[src/rtl/flb_pkg.sv]
package flb_pkg;
    typedef enum logic [1:0] {
        SRC_IDLE = 2'd0,
        SRC_FWD  = 2'd1,
        SRC_BUF  = 2'd2,
        SRC_MISS = 2'd3
    } fetch_src_e;
endpackage

[src/rtl/lb_store.sv]
module lb_store #(
    parameter int IW = 32,
    parameter int GW = 4,
    parameter int TW = 28
) (
    input  logic             clk,
    input  logic             rst_n,
    input  logic             flush_i,
    input  logic             kill_i,
    input  logic             issue_i,
    input  logic [TW-1:0]    issue_tag_i,
    input  logic             issue_stale_i,
    input  logic [GW*IW-1:0] arr_data_i,
    output logic             eff_valid_o,
    output logic [TW-1:0]    eff_tag_o,
    output logic [GW*IW-1:0] eff_data_o
);
    typedef struct packed {
        logic             buf_v;
        logic [TW-1:0]    buf_tag;
        logic [GW*IW-1:0] buf_data;
        logic             pend;
        logic             pend_stale;
        logic [TW-1:0]    pend_tag;
    } store_t;

    store_t st_d, st_q;

    always_comb begin
        eff_valid_o = st_q.pend ? !st_q.pend_stale : st_q.buf_v;
        eff_tag_o   = st_q.pend ? st_q.pend_tag : st_q.buf_tag;
        eff_data_o  = st_q.pend ? arr_data_i : st_q.buf_data;
    end

    always_comb begin
        st_d = st_q;
        if (st_q.pend) begin
            st_d.buf_tag  = st_q.pend_tag;
            st_d.buf_data = arr_data_i;
            st_d.buf_v    = !st_q.pend_stale;
        end
        if (kill_i || flush_i) begin
            st_d.buf_v = 1'b0;
        end
        st_d.pend       = issue_i && !flush_i;
        st_d.pend_stale = issue_stale_i;
        st_d.pend_tag   = issue_tag_i;
    end

    always_ff @(posedge clk or negedge rst_n) begin
        if (!rst_n) begin
            st_q <= '0;
        end else begin
            st_q <= st_d;
        end
    end
endmodule

[src/rtl/lb_pick.sv]
module lb_pick #(
    parameter int IW  = 32,
    parameter int GW  = 4,
    parameter int IXW = 2
) (
    input  logic [GW*IW-1:0] grp_i,
    input  logic [IXW-1:0]   idx_i,
    output logic [IW-1:0]    w0_o,
    output logic [IW-1:0]    w1_o,
    output logic             pair_o
);
    logic [IW-1:0] next_w;

    always_comb begin
        w0_o   = '0;
        next_w = '0;
        for (int k = 0; k < GW; k++) begin
            if (IXW'(k) == idx_i) begin
                w0_o = grp_i[k*IW +: IW];
            end
            if (k > 0 && IXW'(k - 1) == idx_i) begin
                next_w = grp_i[k*IW +: IW];
            end
        end
        pair_o = !idx_i[0];
        w1_o   = pair_o ? next_w : '0;
    end
endmodule

[src/rtl/fetch_line_buf.sv]
module fetch_line_buf
    import flb_pkg::*;
#(
    parameter int AW         = 30,
    parameter int IW         = 32,
    parameter int GW         = 4,
    parameter int LINE_WORDS = 8
) (
    input  logic                     clk,
    input  logic                     rst_n,
    input  logic                     fetch_req_i,
    input  logic [AW-1:0]            fetch_addr_i,
    input  logic                     flush_i,
    output logic                     fetch_valid_o,
    output logic [1:0]               fetch_cnt_o,
    output logic [IW-1:0]            fetch_instr0_o,
    output logic [IW-1:0]            fetch_instr1_o,
    output logic                     arr_rd_en_o,
    output logic [AW-$clog2(GW)-1:0] arr_rd_addr_o,
    input  logic [GW*IW-1:0]         arr_rd_data_i,
    input  logic                     fill_valid_i,
    input  logic [AW-1:0]            fill_addr_i,
    input  logic [IW-1:0]            fill_data_i
);
    localparam int IXW = $clog2(GW);
    localparam int TW  = AW - IXW;
    localparam int LNW = $clog2(LINE_WORDS);
    localparam int SH  = LNW - IXW;
    localparam int LTW = AW - LNW;

    logic             eff_valid;
    logic [TW-1:0]    eff_tag;
    logic [GW*IW-1:0] eff_data;
    logic [IW-1:0]    pick_w0, pick_w1;
    logic             pick_pair;

    logic [TW-1:0]    req_tag;
    logic [IXW-1:0]   req_idx;
    logic [LTW-1:0]   fill_line;
    logic             kill, issue_stale, fwd, hit, issue;
    fetch_src_e       src;

    assign req_tag   = fetch_addr_i[AW-1:IXW];
    assign req_idx   = fetch_addr_i[IXW-1:0];
    assign fill_line = fill_addr_i[AW-1:LNW];

    always_comb begin
        kill        = fill_valid_i && (fill_line == eff_tag[TW-1:SH]);
        issue_stale = fill_valid_i && (fill_line == fetch_addr_i[AW-1:LNW]);
        fwd         = fetch_req_i && fill_valid_i && (fill_addr_i == fetch_addr_i);
        hit         = fetch_req_i && eff_valid && !kill && (eff_tag == req_tag);
        if (flush_i || !fetch_req_i) begin
            src = SRC_IDLE;
        end else if (fwd) begin
            src = SRC_FWD;
        end else if (hit) begin
            src = SRC_BUF;
        end else begin
            src = SRC_MISS;
        end
        issue = (src == SRC_MISS);
    end

    lb_store #(.IW(IW), .GW(GW), .TW(TW)) u_store (
        .clk          (clk),
        .rst_n        (rst_n),
        .flush_i      (flush_i),
        .kill_i       (kill),
        .issue_i      (issue),
        .issue_tag_i  (req_tag),
        .issue_stale_i(issue_stale),
        .arr_data_i   (arr_rd_data_i),
        .eff_valid_o  (eff_valid),
        .eff_tag_o    (eff_tag),
        .eff_data_o   (eff_data)
    );

    lb_pick #(.IW(IW), .GW(GW), .IXW(IXW)) u_pick (
        .grp_i (eff_data),
        .idx_i (req_idx),
        .w0_o  (pick_w0),
        .w1_o  (pick_w1),
        .pair_o(pick_pair)
    );

    always_comb begin
        fetch_valid_o  = 1'b0;
        fetch_cnt_o    = 2'd0;
        fetch_instr0_o = '0;
        fetch_instr1_o = '0;
        arr_rd_en_o    = issue;
        arr_rd_addr_o  = req_tag;
        unique case (src)
            SRC_FWD: begin
                fetch_valid_o  = 1'b1;
                fetch_cnt_o    = 2'd1;
                fetch_instr0_o = fill_data_i;
            end
            SRC_BUF: begin
                fetch_valid_o  = 1'b1;
                fetch_cnt_o    = pick_pair ? 2'd2 : 2'd1;
                fetch_instr0_o = pick_w0;
                fetch_instr1_o = pick_w1;
            end
            default: ;
        endcase
    end
endmodule

[config.mk]
export PLATFORM = sky130hd
export DESIGN_NAME = fetch_line_buf
export DESIGN_NICKNAME = d
export VERILOG_FILES = /design/src/rtl/flb_pkg.sv /design/src/rtl/lb_store.sv /design/src/rtl/lb_pick.sv /design/src/rtl/fetch_line_buf.sv
export SDC_FILE = /design/constraint.sdc
export NUM_CORES = 1
export LEC_CHECK = 0
export ABC_AREA = 1
export CORE_UTILIZATION = 50
export DETAILED_ROUTE_END_ITERATION = 6
export GPL_TIMING_DRIVEN = 0
export PLACE_DENSITY = 0.88
export SYNTH_ARGS = -nofsm -noshare
export SYNTH_HDL_FRONTEND = slang
export SYNTH_HIERARCHICAL = 1
export SYNTH_SLANG_ARGS = --single-unit
[constraint.sdc]
create_clock -name clk -period 3.11 [get_ports clk]
set_input_delay 0.311 -clock clk [delete_from_list [all_inputs] [get_ports clk]]
set_output_delay 0.311 -clock clk [all_outputs]
set_load 0.05 [all_outputs]
==> impl_metrics.tcl <==
set metrics [dict create \
    reg_top3 "u_store/st_q x187" \
    cts_tree "done" \
    htreeDepth 4 \
    fin_skew_ps 6.45 \
    slew_violations 0 \
    cts_max_path_buffers 2 \
    syn-cell-area_um2 12500 \
    dr_total_vias 12700 \
    hold_violations 0 \
    largest_reg_flops 187 \
    final_common_cell "nand2_1" \
    max_freq_mhz 273 \
    place_congestion 0.908 \
    routed_wl_um 45000 \
    wl_per_cell_um 18.2 \
    tightest_slew_ps 862 \
    crit_path_end_kind "output pin" \
    firstDrtPassIters 6 \
    worst-setup-path-type "reg -> out" \
    grt_max_degree 106 \
    synth_area_leaders "dfrtp_1 (37%), nand2_1 (18%), buf_4 (12%)" \
    crit_required_ps 2800 \
    ant_nets 0 \
    placement_rows 57 \
    setup_viol 68 \
    grt_pass1_vias 12500 \
    ys_warn_count 6 \
    leakagePower_nw 8.95 \
    worstPathArrival_ps 3350 \
    root_buffer "clkbuf_16" \
    fillers 1776 \
    post-route-period-util_pct 118 \
    p_per_area_nw_per_um2 474 \
    nets 2369 \
    antenna_found_initial 2 \
    fin_worst_hold_slack_ps 427 \
    cap_violations 0 \
    setup_tns_ps -30830 \
    hold_path.class "in -> async" \
    syn_nets 2002 \
    multi_input_area_um2 5320 \
    relSlewSlack_pct 42.5 \
    drc_errors 0 \
    violations "setup timing" \
    worst_slack_ps -553 \
    cts_num_sinks 187 \
    ios 321 \
    core-area_um2 24400 \
    drive_gt1_share_pct 26.1 \
    crit_fanout 10 \
    yosysTopAreaCell "dfrtp_1" \
    numCtsBuffers 17 \
    yosysUniqueCellTypes 26 \
    synth.avg_cell_area_um2 7.05 \
    dieWidth_um 160 \
    r2r_slack_ps 620 \
    drt_iter0_markers 1169 \
    via_per_inst 5.11 \
    r2r_start "u_store/st_q[29]$_DFF_PN0_" \
    setup.worst_path.start_class "register" \
    regMostFlops "u_store/st_q" \
    ys_seq_area_share_pct 37.4 \
    rsz0062_at_grt "yes" \
    dieArea_um2 25600 \
    synthCells 1774 \
    outcome "finished, violations left" \
    path_clk_slew_ps 80 \
    final_cell_mix "nand2_1 (569), inv_1 (278), clkdlybuf4s50_1 (251)" \
    seq_area_um2 4680 \
    overflow 0 \
    die_y_um 160 \
    portBuffers 320 \
    ir_worst_vdd_uv 315 \
    grt_first_pass_wirelength_um 66600 \
    synthDominantCellAreaShare_pct 37.4 \
    ys_seq_elements 187 \
    grt_use_total_pct 33.8 \
    fin_crit_ps 3660 \
    area_delta_synth_final_pct 44.8 \
    hpwl_um 31000 \
    fin_util_pct 74.2 \
    clock_latency_ps 440 \
    cp-startpoint "u_store/st_q[29]$_DFF_PN0_" \
    initial_utilization_pct 51.3 \
]
-- repair_timing --
| action | 4_1_cts | 5_1_grt |
|---|---|---|
| setup endpoints to repair | 68 | 68 |
| hold buffers | 1 | 0 |
| pin swaps | 29 | 46 |
| buffers inserted | 10 | 8 |
| gates cloned | 8 | 4 |
| hold endpoints to repair | 82 | 0 |
| resized for setup | 564 | 166 |
-- synth_stat cells --
cell / count
nand2_2: 1
dfrtp_1: 187
o21ai_0: 59
nand2_1: 601
clkbuf_1: 21
a21boi_0: 1
o21ai_1: 26
o211ai_1: 2
nor2_2: 1
buf_2: 21
xnor2_1: 27
xor2_1: 1
o21ai_2: 79
nor2_4: 1
buf_4: 195
nand3_1: 99
ha_1: 3
buf_1: 8
a21oi_1: 32
nand4_1: 39
or2_2: 1
nor4b_1: 1
buf_6: 20
nor2_1: 43
inv_1: 300
inv_2: 5
-- cell type report --
cell class,count,share of cell area (%)
antenna,1,0.0138
timing repair buffer,352,21.1
clock inverter,15,0.815
clock buffer,17,2.35
tap,324,2.24
buffer,261,11.9
inverter,305,6.36
multi-input combinational,1017,29.4
sequential,187,25.9
-- routing by layer --
| layer | GRT usage (%) | wire length [µm] | vias up |
|---|---|---|---|
| met2 | 57.4 | 21700 | 695 |
| met5 | 0 | 13 | - |
| li1 | - | - | 5936 |
| met1 | 42.2 | 17800 | 5903 |
| met3 | 5.71 | 3580 | 144 |
| met4 | 15.0 | 1950 | 2 |
-- cells by family after synthesis --
| logic type | after synthesis | share of synthesized area [%] |
|---|---|---|
| adder cells (fa/ha/maj) | 3 | 0.300 |
| AO/OA/AOI/OAI | 199 | 10.4 |
| XOR/XNOR | 28 | 1.96 |
| buffers and inverters | 570 | 24.4 |
| flip-flops | 187 | 37.4 |
| AND/OR/NAND/NOR | 787 | 25.6 |
-- worst max-delay path: stages (launching register included) --
cell and delay (ps):
dfrtp_2 460, buf_12 160, buf_12 140, nand2_1 110, o21ai_4 80, buf_6 120
nand2_1 50, nand2_1 60, nor2_2 160, nand2_1 70, nor2_1 110, nand2_1 90
nor2_2 130, nand3_2 110, nand2_4 100, ha_4 200, buf_12 160, clkbuf_16 160
nand2_4 40, a21oi_2 190, buf_6 180
-- stage by stage --
| stage | power, W | instances | setup slack [ps] | instance area [µm²] |
|---|---|---|---|---|
| CTS | 0.00833 | 2468 | -541 | 17400 |
| detailed placement | 0.00603 | 2419 | -1420 | 16100 |
| global route | 0.00899 | 2478 | -682 | 18100 |
| global placement | 0.00595 | 2418 | -6100 | 16100 |
| finish | 0.00857 | 2479 | -553 | 18100 |
| floorplan | 0.00512 | 1774 | -289 | 12500 |
-- final timing paths --
| path | endpoint | depth (start not counted) |
|---|---|---|
| worst max-delay path | fetch_instr0_o[26] | 20 |
| worst min-delay path | u_store/st_q[46]$_DFFE_PN0P_ | 2 |
| worst max register to register | u_store/st_q[29]$_DFF_PN0_ | 19 |
| worst min register to register | u_store/st_q[170]$_DFFE_PN0P_ | 2 |
| max in group asynchronous | u_store/st_q[29]$_DFF_PN0_ | 3 |
| min in group clk | u_store/st_q[110]$_DFFE_PN0P_ | 3 |
-- report_power, final --
group,switching (W),internal [W],total (W)
clock network,0.00109,0.00107,0.00216
registers,0.000137,0.00291,0.00305
logic,0.00174,0.00162,0.00336
total,0.00296,0.00561,0.00857
No activity file was read; power rests on OpenSTA's default activity.
